$ cat config.mk
export PLATFORM = sky130hd
export DESIGN_NAME = cycle_accounter
export DESIGN_NICKNAME = d
export VERILOG_FILES = /design/src/rtl/acct_pkg.sv /design/src/rtl/acct_hazard.sv /design/src/rtl/acct_branch.sv /design/src/rtl/acct_sat_add.sv /design/src/rtl/cycle_accounter.sv
export SDC_FILE = /design/constraint.sdc
export NUM_CORES = 1
export LEC_CHECK = 0
export BUFFER_PORTS_ARGS = -buffer_cell sky130_fd_sc_hd__buf_2
export CAP_MARGIN = 10
export CORE_MARGIN = 1.5
export CORE_UTILIZATION = 55
export DETAILED_ROUTE_END_ITERATION = 10
export PLACE_DENSITY = 0.88
export SYNTH_ARGS = -nofsm -noshare
export SYNTH_HDL_FRONTEND = slang
export SYNTH_SLANG_ARGS = --single-unit
$ cat constraint.sdc
create_clock -name clk -period 12 [get_ports clk]
set_input_delay 0.6 -clock clk [delete_from_list [all_inputs] [get_ports clk]]
set_output_delay 0.6 -clock clk [all_outputs]
set_load 0.05 [all_outputs]
$ cat src/rtl/acct_pkg.sv
package acct_pkg;

    typedef enum logic [2:0] {
        CLS_EXEC   = 3'd0,
        CLS_BRANCH = 3'd1,
        CLS_LOAD   = 3'd2,
        CLS_STORE  = 3'd3,
        CLS_LDM    = 3'd4,
        CLS_STM    = 3'd5
    } instr_class_e;

    localparam int unsigned NUM_COUNTERS = 5;
    localparam int unsigned CNT_TOTAL    = 0;
    localparam int unsigned CNT_LSTALL   = 1;
    localparam int unsigned CNT_BSTALL   = 2;
    localparam int unsigned CNT_TAKEN    = 3;
    localparam int unsigned CNT_UNTAKEN  = 4;

endpackage

$ cat src/rtl/acct_hazard.sv
// Scoreboard lookup: counts the sources of this instruction that read a
// register loaded by the previous one. Which sources count depends on class.
module acct_hazard
    import acct_pkg::*;
#(
    parameter int unsigned NREG  = 16,
    localparam int unsigned IDX_W = $clog2(NREG)
) (
    input  logic [NREG-1:0]  active_mask,
    input  logic [2:0]       cls,
    input  logic [IDX_W-1:0] src0_reg,
    input  logic             src0_vld,
    input  logic [IDX_W-1:0] src1_reg,
    input  logic             src1_vld,
    output logic [1:0]       n_stall
);

    logic chk0;
    logic chk1;
    logic hit0;
    logic hit1;

    always_comb begin
        chk0 = 1'b0;
        chk1 = 1'b0;
        case (cls)
            CLS_EXEC, CLS_STORE: begin
                chk0 = 1'b1;
                chk1 = 1'b1;
            end
            CLS_BRANCH, CLS_LOAD: begin
                chk0 = 1'b1;
            end
            default: begin
                chk0 = 1'b0;
                chk1 = 1'b0;
            end
        endcase
        hit0    = chk0 && src0_vld && active_mask[src0_reg];
        hit1    = chk1 && src1_vld && active_mask[src1_reg];
        n_stall = {1'b0, hit0} + {1'b0, hit1};
    end

endmodule

$ cat src/rtl/acct_branch.sv
// Branch outcome decode: stall penalty and taken/untaken events.
module acct_branch
    import acct_pkg::*;
(
    input  logic [2:0] cls,
    input  logic       taken,
    input  logic       has_slot,
    output logic       stall,
    output logic       taken_ev,
    output logic       untaken_ev
);

    logic is_br;

    always_comb begin
        is_br      = (cls == CLS_BRANCH);
        taken_ev   = is_br && taken;
        untaken_ev = is_br && !taken;
        stall      = taken_ev && !has_slot;
    end

endmodule

$ cat src/rtl/acct_sat_add.sv
// Saturating accumulator step: y = min(a + inc, all-ones).
module acct_sat_add #(
    parameter int unsigned W  = 32,
    parameter int unsigned IW = 10
) (
    input  logic [W-1:0]  a,
    input  logic [IW-1:0] inc,
    output logic [W-1:0]  y
);

    logic [W:0] sum;

    always_comb begin
        sum = {1'b0, a} + {{(W + 1 - IW){1'b0}}, inc};
        y   = sum[W] ? {W{1'b1}} : sum[W-1:0];
    end

endmodule

$ cat src/rtl/cycle_accounter.sv
module cycle_accounter
    import acct_pkg::*;
#(
    parameter int unsigned NREG   = 16,
    parameter int unsigned BASE_W = 8,
    parameter int unsigned CNT_W  = 32,
    localparam int unsigned IDX_W  = $clog2(NREG),
    localparam int unsigned LAST_W = BASE_W + 2
) (
    input  logic              clk,
    input  logic              rst_n,
    input  logic              instr_valid,
    input  logic [2:0]        instr_class,
    input  logic [BASE_W-1:0] base_cycles,
    input  logic [IDX_W-1:0]  src0_reg,
    input  logic              src0_vld,
    input  logic [IDX_W-1:0]  src1_reg,
    input  logic              src1_vld,
    input  logic [IDX_W-1:0]  load_dst,
    input  logic              br_taken,
    input  logic              br_has_slot,
    output logic [LAST_W-1:0] last_cycles,
    output logic [CNT_W-1:0]  total_cycles,
    output logic [CNT_W-1:0]  load_stall_cnt,
    output logic [CNT_W-1:0]  branch_stall_cnt,
    output logic [CNT_W-1:0]  taken_cnt,
    output logic [CNT_W-1:0]  untaken_cnt
);

    typedef struct packed {
        logic [NREG-1:0]                      active;
        logic [LAST_W-1:0]                    last;
        logic [NUM_COUNTERS-1:0][CNT_W-1:0]   cnt;
    } acct_state_t;

    acct_state_t state_d;
    acct_state_t state_q;

    logic [1:0]  n_stall;
    logic        br_stall;
    logic        taken_ev;
    logic        untaken_ev;
    logic [LAST_W-1:0] eff_cycles;
    logic [NUM_COUNTERS-1:0][LAST_W-1:0] cnt_inc;
    logic [NUM_COUNTERS-1:0][CNT_W-1:0]  cnt_next;

    acct_hazard #(.NREG(NREG)) u_hazard (
        .active_mask (state_q.active),
        .cls         (instr_class),
        .src0_reg    (src0_reg),
        .src0_vld    (src0_vld),
        .src1_reg    (src1_reg),
        .src1_vld    (src1_vld),
        .n_stall     (n_stall)
    );

    acct_branch u_branch (
        .cls        (instr_class),
        .taken      (br_taken),
        .has_slot   (br_has_slot),
        .stall      (br_stall),
        .taken_ev   (taken_ev),
        .untaken_ev (untaken_ev)
    );

    // Per-counter increments; zero on cycles without a strobe.
    always_comb begin
        eff_cycles = {2'b00, base_cycles}
                   + {{(LAST_W-2){1'b0}}, n_stall}
                   + {{(LAST_W-1){1'b0}}, br_stall};
        cnt_inc = '0;
        if (instr_valid) begin
            cnt_inc[CNT_TOTAL]   = eff_cycles;
            cnt_inc[CNT_LSTALL]  = {{(LAST_W-2){1'b0}}, n_stall};
            cnt_inc[CNT_BSTALL]  = {{(LAST_W-1){1'b0}}, br_stall};
            cnt_inc[CNT_TAKEN]   = {{(LAST_W-1){1'b0}}, taken_ev};
            cnt_inc[CNT_UNTAKEN] = {{(LAST_W-1){1'b0}}, untaken_ev};
        end
    end

    for (genvar g = 0; g < NUM_COUNTERS; g++) begin : g_cnt
        acct_sat_add #(.W(CNT_W), .IW(LAST_W)) u_sat (
            .a   (state_q.cnt[g]),
            .inc (cnt_inc[g]),
            .y   (cnt_next[g])
        );
    end

    always_comb begin
        state_d = state_q;
        if (instr_valid) begin
            // Pending mask of this instruction becomes the active mask.
            if (instr_class == CLS_LOAD) begin
                state_d.active = NREG'(1) << load_dst;
            end else begin
                state_d.active = '0;
            end
            state_d.last = eff_cycles;
            state_d.cnt  = cnt_next;
        end
    end

    always_ff @(posedge clk) begin
        if (!rst_n) begin
            state_q <= '0;
        end else begin
            state_q <= state_d;
        end
    end

    assign last_cycles      = state_q.last;
    assign total_cycles     = state_q.cnt[CNT_TOTAL];
    assign load_stall_cnt   = state_q.cnt[CNT_LSTALL];
    assign branch_stall_cnt = state_q.cnt[CNT_BSTALL];
    assign taken_cnt        = state_q.cnt[CNT_TAKEN];
    assign untaken_cnt      = state_q.cnt[CNT_UNTAKEN];

endmodule

==> flow_metrics.py, run 1 <==
metrics = {
    "final_layout": {
        "fin_util_pct": 58.1,
        "nets": 1320,
        "final_cell_mix": "198 x buf_2, 185 x dfxtp_1, 131 x a21oi_1",
        "fillers": 1709,
        "drive_gt1_share_pct": 21.3,
        "layout_commonest_cell": "buf_2",
        "postLayoutCellArea_sq_um": 11300,
        "area_delta_synth_final_pct": 3.99,
    },
    "sta": {
        "layout_setup_ws_ps": 6740,
        "fin_tns_setup_ps": 0,
        "fin_crit_sh_pct": 43.8,
        "fin_crit_ps": 5260,
        "rsz0062_at_grt": "no",
        "slew_headroom_pct": 26.0,
        "worst_pin_slew_ps": 1110,
        "finalClockSkew_ps": 15.6,
        "finalHoldViolations": 0,
        "drv_slew": 0,
        "setup_viol": 0,
        "fmax_mhz": 190,
        "holdWs_ps": 480,
    },
    "critical_path": {
        "cp.required_ps": 12350,
        "cp-start-kind": "input port",
        "worst-path-max-fanout": 7,
        "worst-setup-path-type": "input port to flop",
        "rr_endpoint": "total_cycles[29]",
        "rrSetupSlack_ps": 6760,
        "crit_start": "src1_reg[0]",
        "worstPathArrival_ps": 5610,
        "slowest_delay_ps": 550,
        "critPathCapture": "total_cycles[29]",
        "cpMaxStageDelayCell": "nor4_2",
        "cp-end-kind": "flop",
        "r2r_start": "state_q[175]",
        "crit_chain": "buf_2 > mux4_2 > mux4_2 > and4b_1 > ha_1 > fa_1 > fa_1 > nand3_1 > xor2_1 > nor2_1 > ha_1 > nand4_1 > nor4_2 > o311ai_1 > or3_1 > a31oi_1",
        "reg2regPathDepth": 15,
    },
    "run_status": {
        "status": "finished clean",
    },
    "clock_network": {
        "postCtsSetupRepairBufs": 0,
        "clk_latency_ps": 430,
        "hold_buffers": 0,
        "cts_made_buffers": 17,
        "numClockSinks": 185,
        "clockRootBuffer": "clkbuf_16",
        "clk_pin_slew_ps": 70,
        "clockBufferDepth": 2,
        "cts.htree.levels": 4,
        "tritoncts": "built",
        "cts_resized": 0,
    },
    "global_route": {
        "first_global_vias": 8112,
        "use_met3_pct": 4.87,
        "antenna_found_initial": 1,
        "top_usage_layer": "met2",
        "grtUsageMet1_pct": 30.6,
        "grt_max_degree": 89,
        "grt_overflow": 0,
        "grt_use_total_pct": 23.2,
        "grt_pass1_wl_microns": 39000,
        "use_met2_pct": 36.8,
    },
    "min_path": {
        "hold_start": "last_cycles[4]",
        "min-delay-path-class": "flop to flop",
    },
    "synth": {
        "async_flop_share_pct": 0,
        "yosysSeqAreaShare_pct": 34.2,
        "synth_warnings": 0,
        "syn_area_sq_um": 10800,
        "synthCells": 1269,
        "ys_seq_elements": 185,
        "synth_edf_count": 0,
        "synth_cell_type_count": 73,
        "synth_ff_type": "dfxtp_1",
        "synth_nets": 1322,
        "synth_area_per_cell_sq_um": 8.55,
    },
    "pwr": {
        "sw_frac_of_total_pct": 25.5,
        "seqPwrFrac_pct": 49.3,
        "combPwrFrac_pct": 6.9,
        "power_per_cell_area_nw_per_um2": 112,
        "power_leakage_uw": 0.00439,
        "p_int_uw": 941,
        "p_sw_uw": 323,
        "p_clk_share_pct": 43.8,
        "ir_drop_mv": 0.0932,
    },
    "floorplanning": {
        "die-height_microns": 143,
        "dieArea_sq_um": 20600,
        "rows": 51,
        "die_width_microns": 143,
        "pin_count": 200,
        "initial_core_util_pct": 55.9,
        "core_area_sq_um": 19400,
    },
    "route": {
        "drt-initial-drc-count": 636,
        "wl_microns": 24600,
        "drc_errors": 0,
        "antenna_left": 0,
        "vias": 9124,
        "first_pass_iters": 5,
        "wl_per_cell_microns": 15.9,
        "vias_per_cell": 5.90,
    },
    "flow_run": {
        "cap_viol_max_count": 0,
    },
    "placed_design": {
        "place.gp.congestion": 0.922,
        "place_area_sq_um": 10700,
        "io_buffer_count": 198,
        "place_ws_ps": 6380,
        "hpwl_microns": 17300,
    },
}
[final cells by class]
| type | instances | area, sq um | area share (%) |
|---|---|---|---|
| diodes | 1 | 2.50 | 0.0222 |
| clock buffers | 19 | 443 | 3.93 |
| clock inverters | 13 | 133 | 1.18 |
| inverters | 40 | 153 | 1.35 |
| multi-input cells | 821 | 5490 | 48.7 |
| flip-flops and latches | 185 | 3700 | 32.8 |
| well taps | 265 | 332 | 2.94 |
| repair buffers | 202 | 1020 | 9.05 |
[how the worst min path moves through the flow]
| stage | to | cells after the start |
|---|---|---|
| after floorplan | last_cycles[0] | 2 |
| after global placement | last_cycles[0] | 2 |
| after detailed placement | last_cycles[2] | 2 |
| after CTS | last_cycles[4] | 2 |
| after global routing | last_cycles[4] | 2 |
| final | last_cycles[4] | 2 |
[layer usage]
| metal | wire [microns] | share of wire [%] | vias to the layer above |
|---|---|---|---|
| li1 | - | - | 4412 |
| met1 | 10700 | 44 | 4284 |
| met3 | 1690 | 6.9 | 48 |
| met5 | 0 | 0 | - |
| met2 | 11600 | 47 | 380 |
| met4 | 631 | 2.6 | 0 |
[registers in the layout, indices dropped and copies added (netlist names)]
register and cells:
untaken_cnt 32, last_cycles 9, branch_stall_cnt 32, total_cycles 32
taken_cnt 32, state_q 16, load_stall_cnt 32
[Yosys cell counts (5+ instances only)]
cell type	instances	area, sq um
a22oi_1	7	52.6
xnor2_1	62	543
o211ai_1	5	37.5
a32oi_1	8	70.1
nor3_1	42	210
or3_1	12	75.1
or4_1	5	37.5
and4_1	19	166
nand3_1	43	215
o21ai_0	28	140
a31oi_1	25	156
and2_1	15	93.8
and3_1	21	131
a21oi_2	5	43.8
dfxtp_1	185	3700
xor2_1	48	420
nand2_1	67	251
buf_4	171	1280
clkbuf_1	41	154
mux2i_1	8	80.1
a21o_1	5	37.5
a21oi_1	131	656
mux4_2	10	225
nand4_1	47	294
nor4_1	22	138
nor2_1	74	278
ha_1	19	238
inv_1	40	150
a211oi_1	16	120
[per-stage QoR]
| stage | power (uW) | instances |
|---|---|---|
| finish | 1260 | 1546 |
| global route | 1310 | 1546 |
| CTS | 1270 | 1545 |
| detailed placement | 724 | 1513 |
| global placement | 722 | 1513 |
| floorplan | 706 | 1269 |
[power groups by stage]
| stage | registers [uW] | logic (uW) | clock network (uW) |
|---|---|---|---|
| 2_1_floorplan | 636 | 69.9 | 0 |
| 3_3_place_gp | 638 | 84.5 | 0 |
| 3_5_place_dp | 638 | 86.1 | 0 |
| 4_1_cts | 623 | 86.4 | 565 |
| 5_1_grt | 624 | 93.7 | 591 |
| 6_report | 624 | 87.0 | 554 |
[worst max-delay path: cells and delay by family]
kind / cells / cell delay [ps]
XOR/XNOR: 1 / 200
adder cells (fa/ha/maj): 4 / 1630
AO/OA/AOI/OAI: 2 / 500
AND/OR/NAND/NOR: 6 / 1540
buffers and inverters: 1 / 150
multiplexers: 2 / 970
[cell families after synthesis]
family | Yosys count | share of synthesized area (%)
AND/OR/NAND/NOR | 408 | 21.3
buffers and inverters | 263 | 15.2
AO/OA/AOI/OAI | 261 | 14.6
flip-flops | 185 | 34.2
XOR/XNOR | 110 | 8.88
adder cells (fa/ha/maj) | 23 | 2.93
multiplexers | 18 | 2.82
other | 1 | 0.0346
(Power assumes the default switching activity.)
==> run 2, diff against run 1 <==
--- a/config.mk
+++ b/config.mk
@@ -5,12 +5,13 @@
 export SDC_FILE = /design/constraint.sdc
 export NUM_CORES = 1
 export LEC_CHECK = 0
+export ABC_AREA = 1
 export BUFFER_PORTS_ARGS = -buffer_cell sky130_fd_sc_hd__buf_2
 export CAP_MARGIN = 10
 export CORE_MARGIN = 1.5
 export CORE_UTILIZATION = 55
 export DETAILED_ROUTE_END_ITERATION = 10
-export PLACE_DENSITY = 0.88
+export PLACE_DENSITY = 0.87
 export SYNTH_ARGS = -nofsm -noshare
 export SYNTH_HDL_FRONTEND = slang
 export SYNTH_SLANG_ARGS = --single-unit
==> constraint.sdc (replaced) <==
create_clock -name clk -period 4.9 [get_ports clk]
set_input_delay 0.245 -clock clk [delete_from_list [all_inputs] [get_ports clk]]
set_output_delay 0.245 -clock clk [all_outputs]
set_load 0.05 [all_outputs]
==> run 2 against run 1 <==
Effect of this change: combinational power increased to 2.9 times the previous value; first-iteration DRC count up 50%; critical path depth is 13 higher; die area is 20% higher; highest routed layer unchanged.
==> flow_metrics.py, run 2 <==
metrics = {
    "synth": {
        "synth_area_per_cell_sq_um": 6.30,
        "synth_ff_type": "dfxtp_1",
        "async_flop_share_pct": 0,
        "synth_cell_type_count": 49,
        "synth_warnings": 0,
        "netlist.area_leader.share_pct": 28.3,
        "synth_area_leaders": "dfxtp_1 28%, nand2_1 17%, buf_4 9.8%, nor2_1 6.6%, nand3_1 6.4%",
        "yosysMostFrequentCell": "nand2_1",
        "yosysSeqAreaShare_pct": 28.3,
        "synth_top_area_cell": "dfxtp_1",
        "synthCells": 2074,
        "synth_edf_count": 0,
        "synth_nets": 2127,
        "ys_seq_elements": 185,
        "syn_area_sq_um": 13100,
        "synth_commonest_cells": "585 x nand2_1, 231 x nor2_1, 215 x inv_1",
    },
    "final_layout": {
        "postLayoutCellArea_sq_um": 13600,
        "fillers": 2368,
        "drive_gt1_share_pct": 13.4,
        "layout_commonest_cell": "nand2_1",
        "final_cell_mix": "585 x nand2_1, 231 x nor2_1, 215 x inv_1",
        "num_antenna_cells": 0,
        "area_delta_synth_final_pct": 3.79,
        "nets": 2126,
    },
    "clock_network": {
        "clockBufferDepth": 2,
        "cts_resized": 0,
        "postCtsSetupRepairBufs": 0,
        "numClockSinks": 185,
        "cts_made_buffers": 17,
        "clk_latency_ps": 430,
        "cts.htree.levels": 4,
        "tritoncts": "built",
        "hold_buffers": 0,
        "clockRootBuffer": "clkbuf_16",
        "clk_pin_slew_ps": 70,
    },
    "min_path": {
        "min-delay-path-class": "input port to flop",
        "whs_path_depth": 3,
    },
    "sta": {
        "setup_viol": 0,
        "worst_pin_slew_ps": 770,
        "rsz0062_at_grt": "no",
        "finalClockSkew_ps": 14.3,
        "slew_headroom_pct": 48.7,
        "finalHoldViolations": 0,
        "drv_slew": 0,
        "fin_crit_sh_pct": 89.7,
        "fin_crit_ps": 4390,
        "fmax_mhz": 228,
        "fin_tns_setup_ps": 0,
    },
    "run_status": {
        "status": "finished clean",
    },
    "route": {
        "vias": 12900,
        "drt-initial-drc-count": 956,
        "antenna_left": 0,
        "wl_per_cell_microns": 14.0,
        "vias_per_cell": 5.35,
        "wl_microns": 33800,
        "drc_errors": 0,
        "first_pass_iters": 5,
    },
    "floorplanning": {
        "pin_count": 200,
        "core_area_sq_um": 23400,
        "die-height_microns": 157,
        "initial_core_util_pct": 55.8,
        "die_width_microns": 157,
        "dieArea_sq_um": 24700,
        "rows": 56,
    },
    "critical_path": {
        "cp-end-kind": "flop",
        "slowest_delay_ps": 440,
        "crit_top_cell": "nand2_1",
        "worstPathArrival_ps": 4710,
        "worst-setup-path-type": "flop to flop",
        "cp_top_family": "simple AND/OR/NAND/NOR gates",
        "worst-path-max-fanout": 17,
        "reg2regPathDepth": 29,
        "cp_num_buf_inv": 4,
        "cp.required_ps": 5220,
        "cpMaxStageDelayCell": "fa_1",
        "path_depth": 29,
        "cp-start-kind": "flop",
    },
    "flow_run": {
        "cap_viol_max_count": 0,
    },
    "pwr": {
        "power_per_cell_area_nw_per_um2": 234,
        "total_power_uw": 3170,
        "ir_drop_mv": 0.198,
        "power_leakage_uw": 0.00607,
    },
    "placed_design": {
        "place.gp.congestion": 0.950,
        "place_area_sq_um": 13000,
        "hpwl_microns": 24900,
        "io_buffer_count": 198,
    },
    "global_route": {
        "grt_pass1_wl_microns": 54000,
        "antenna_found_initial": 0,
        "grt_overflow": 0,
        "grt_use_total_pct": 26.6,
        "first_global_vias": 11400,
        "grt_max_degree": 70,
    },
}
## run 2: cell types whose count changed after synthesis, sizes merged, moves of 19 or more
cell,previous run,this run
nand2,68,590
inv,40,218
nor2,74,246
nand3,46,169
xnor2,62,32
nor4,27,0
o21ai,28,54
nand3b,4,28
and4,22,0
buf,181,202
and3,21,1
xor2,48,28
clkbuf,42,23
## run 2: area by class of cell
cell class                      instances  area (sq um)  share of cell area [%]
Clock buffer                           20           457                    3.37
Multi-Input combinational cell       1444          7000                    51.6
Tap cell                              319           399                    2.94
Clock inverter                         12           125                   0.923
Timing Repair Buffer                  205          1050                    7.71
Sequential cell                       185          3700                    27.3
Inverter                              220           828                    6.11
## run 2: where the power goes
part | switching (uW) | leakage, uW | internal [uW] | total (uW)
registers | 11.3 | 0.00149 | 1520 | 1530
logic | 186 | 0.00429 | 64.6 | 250
clock network | 649 | 0.000288 | 748 | 1400
## run 2: worst min-delay path, cell delays in order
cell and delay (ps):
buf_2 110, nand3_1 90, a21oi_1 70
## run 2: logic make-up (layout without fill, tap and decap cells)
family / count (synthesis) / count (layout) / share of synthesized area, %
AOI/OAI and AO/OA: 222 / 222 / 8.99
xor gates and xnor gates: 60 / 60 / 4.02
adders and majority gates: 23 / 23 / 2.43
buffers and inverters: 445 / 457 / 18.1
DFF: 185 / 185 / 28.3
muxes: 5 / 5 / 0.383
other: 1 / 1 / 0.0287
and+or+nand+nor: 1133 / 1133 / 37.7
## run 2: per-stage QoR
| stage | setup WS (ps) | std cells | hold slack [ps] | util [%] |
|---|---|---|---|---|
| after floorplan | 1060 | 2074 | 428 | - |
| after global placement | 678 | 2373 | 453 | 55.5 |
| after detailed placement | 464 | 2373 | 455 | 55.5 |
| after CTS | 562 | 2405 | 132 | 57.9 |
| after global routing | 98.6 | 2405 | 151 | 57.9 |
| final | 506 | 2405 | 149 | 57.9 |
## run 2: worst paths after layout
check	from	to	slack (ps)
setup / recovery	state_q[173]	total_cycles[21]	510
hold / removal	base_cycles[7]	last_cycles[8]	150
setup reg to reg	state_q[173]	total_cycles[21]	510
hold reg to reg	last_cycles[0]	last_cycles[0]	470
## run 2: layer usage
metal  vias to the layer above  GRT usage (%)  part of all wire, %
met2                       417           44.8                   47
met4                         0           11.0                  3.4
li1                       6448              -                    -
met1                      5935           33.8                   43
met3                        62           4.57                  6.1
met5                         -              0                    0
==> run 3, diff against run 2 <==
--- a/config.mk
+++ b/config.mk
@@ -12,6 +12,7 @@
 export CORE_UTILIZATION = 55
 export DETAILED_ROUTE_END_ITERATION = 10
 export PLACE_DENSITY = 0.87
+export RECOVER_POWER = 50
 export SYNTH_ARGS = -nofsm -noshare
 export SYNTH_HDL_FRONTEND = slang
 export SYNTH_SLANG_ARGS = --single-unit
==> run 3 against run 2 <==
Effect of this change: cell count unchanged; worst setup slack got worse by 9.4 ps; clock-buffer cell count unchanged; routed wire length about the same; sequential power about the same; critical path type unchanged; first-iteration DRC count increased by 7.3%; total power decreased by 0.18%.
==> flow_metrics.py, run 3 (same netlist as run 2, synthesis figures left out) <==
metrics = {
    "run_status": {
        "status": "finished clean",
    },
    "clock_network": {
        "clk_latency_ps": 420,
        "tritoncts": "built",
        "postCtsSetupRepairBufs": 0,
        "clockRootBuffer": "clkbuf_16",
        "cts.htree.levels": 4,
        "clockBufferDepth": 2,
        "hold_buffers": 0,
        "cts_made_buffers": 17,
        "cts_resized": 0,
        "numClockSinks": 185,
        "clk_pin_slew_ps": 70,
    },
    "min_path": {
        "min-delay-path-class": "input port to flop",
        "hold_end": "last_cycles[8]",
        "whs_path_depth": 3,
        "hold_start": "base_cycles[7]",
    },
    "global_route": {
        "antenna_found_initial": 0,
        "grt_pass1_wl_microns": 54000,
        "first_global_vias": 11400,
        "grt_use_total_pct": 26.6,
        "grt_overflow": 0,
        "grt_max_degree": 70,
    },
    "floorplanning": {
        "core_area_sq_um": 23400,
        "rows": 56,
        "pin_count": 200,
        "dieArea_sq_um": 24700,
        "die-height_microns": 157,
        "die_width_microns": 157,
        "initial_core_util_pct": 55.8,
    },
    "critical_path": {
        "cp-end-kind": "flop",
        "r2r_start": "state_q[173]",
        "cp_num_buf_inv": 4,
        "reg2regPathDepth": 29,
        "slowest_delay_ps": 440,
        "cpMaxStageDelayCell": "fa_1",
        "worst-setup-path-type": "flop to flop",
        "cp_top_family": "simple AND/OR/NAND/NOR gates",
        "rr_endpoint": "total_cycles[21]",
        "rrSetupSlack_ps": 500,
        "cp-start-kind": "flop",
        "cp.required_ps": 5220,
        "crit_top_cell": "nand2_1",
        "worstPathArrival_ps": 4720,
        "worst-path-max-fanout": 17,
    },
    "placed_design": {
        "io_buffer_count": 198,
        "place.gp.congestion": 0.950,
        "place_ws_ps": 464,
        "hpwl_microns": 24900,
    },
    "route": {
        "vias_per_cell": 5.36,
        "first_pass_iters": 5,
        "route.met2.wl_microns": 16100,
        "wl_microns": 33800,
        "met3RoutedLength_microns": 1970,
        "antenna_left": 0,
        "wl_per_cell_microns": 14.1,
        "drt-initial-drc-count": 1026,
        "wl_met1_microns": 14700,
        "vias": 12900,
        "drc_errors": 0,
        "top_layer": "met4",
    },
    "pwr": {
        "combPwrFrac_pct": 7.8,
        "seqPwrFrac_pct": 48.2,
        "sw_frac_of_total_pct": 26.6,
        "p_int_uw": 2320,
        "p_clk_share_pct": 44.0,
        "power_per_cell_area_nw_per_um2": 237,
        "p_sw_uw": 843,
        "ir_drop_mv": 0.197,
        "power_leakage_uw": 0.00532,
    },
    "final_layout": {
        "final_cell_mix": "586 x nand2_1, 232 x nor2_1, 215 x inv_1",
        "num_antenna_cells": 0,
        "fin_util_pct": 57.0,
        "fillers": 2471,
        "area_delta_synth_final_pct": 2.10,
        "drive_gt1_share_pct": 5.23,
        "layout_commonest_cell": "nand2_1",
        "nets": 2126,
    },
    "sta": {
        "drv_slew": 0,
        "slew_headroom_pct": 35.6,
        "finalClockSkew_ps": 13.9,
        "worst_pin_slew_ps": 963,
        "finalHoldViolations": 0,
        "fin_crit_sh_pct": 89.9,
        "holdWs_ps": 149,
        "setup_viol": 0,
        "fmax_mhz": 227,
        "rsz0062_at_grt": "no",
        "fin_tns_setup_ps": 0,
        "fin_crit_ps": 4400,
        "layout_setup_ws_ps": 496,
    },
    "flow_run": {
        "cap_viol_max_count": 0,
    },
}
## run 3: cell types whose count changed in the layout (fill, tap and decap cells not counted)
cell and change:
nand2_1 +1, nand2_4 -1, clkbuf_1 +169, buf_2 -169, nor2_1 +1, nor2_2 -1
## run 3: area by class of cell
type	count	area [sq um]	share of cell area [%]
well taps	319	399	2.99
inverters	220	828	6.21
multi-input cells	1444	6990	52.4
repair buffers	205	835	6.26
flip-flops and latches	185	3700	27.8
clock buffers	20	457	3.42
clock inverters	12	125	0.938
## run 3: routing by layer
metal	vias to the layer above	track usage [%]
met3	54	4.57
met1	5978	33.8
met5	-	0
met2	408	44.8
met4	0	11.0
li1	6457	-
## run 3: worst max path at each step
stage | start | endpoint | slack (ps) | cells after the start
5_1_grt | state_q[183] | total_cycles[23] | 100 | 29
6_report | state_q[173] | total_cycles[21] | 500 | 29
4_1_cts | state_q[183] | total_cycles[21] | 560 | 29
3_3_place_gp | src1_reg[0] | total_cycles[21] | 680 | 29
3_5_place_dp | src1_reg[0] | total_cycles[21] | 460 | 29
2_1_floorplan | src0_reg[0] | total_cycles[19] | 1060 | 27
## run 3: worst min-delay path, cell delays in order
cell,delay [ps]
buf_2,110
nand3_1,90
a21oi_1,70
## run 3: power groups by stage
stage,clock network [uW],logic [uW],registers [uW]
floorplan,0,196,1560
global placement,0,245,1560
detailed placement,0,249,1560
CTS,1430,250,1530
global route,1490,269,1530
finish,1390,247,1530
## run 3: through the flow
step | power [uW] | cells | instance area (sq um)
6_report | 3170 | 2405 | 13300
4_1_cts | 3210 | 2405 | 13600
5_1_grt | 3290 | 2405 | 13300
3_5_place_dp | 1810 | 2373 | 13000
3_3_place_gp | 1810 | 2373 | 13000
2_1_floorplan | 1750 | 2074 | 13100
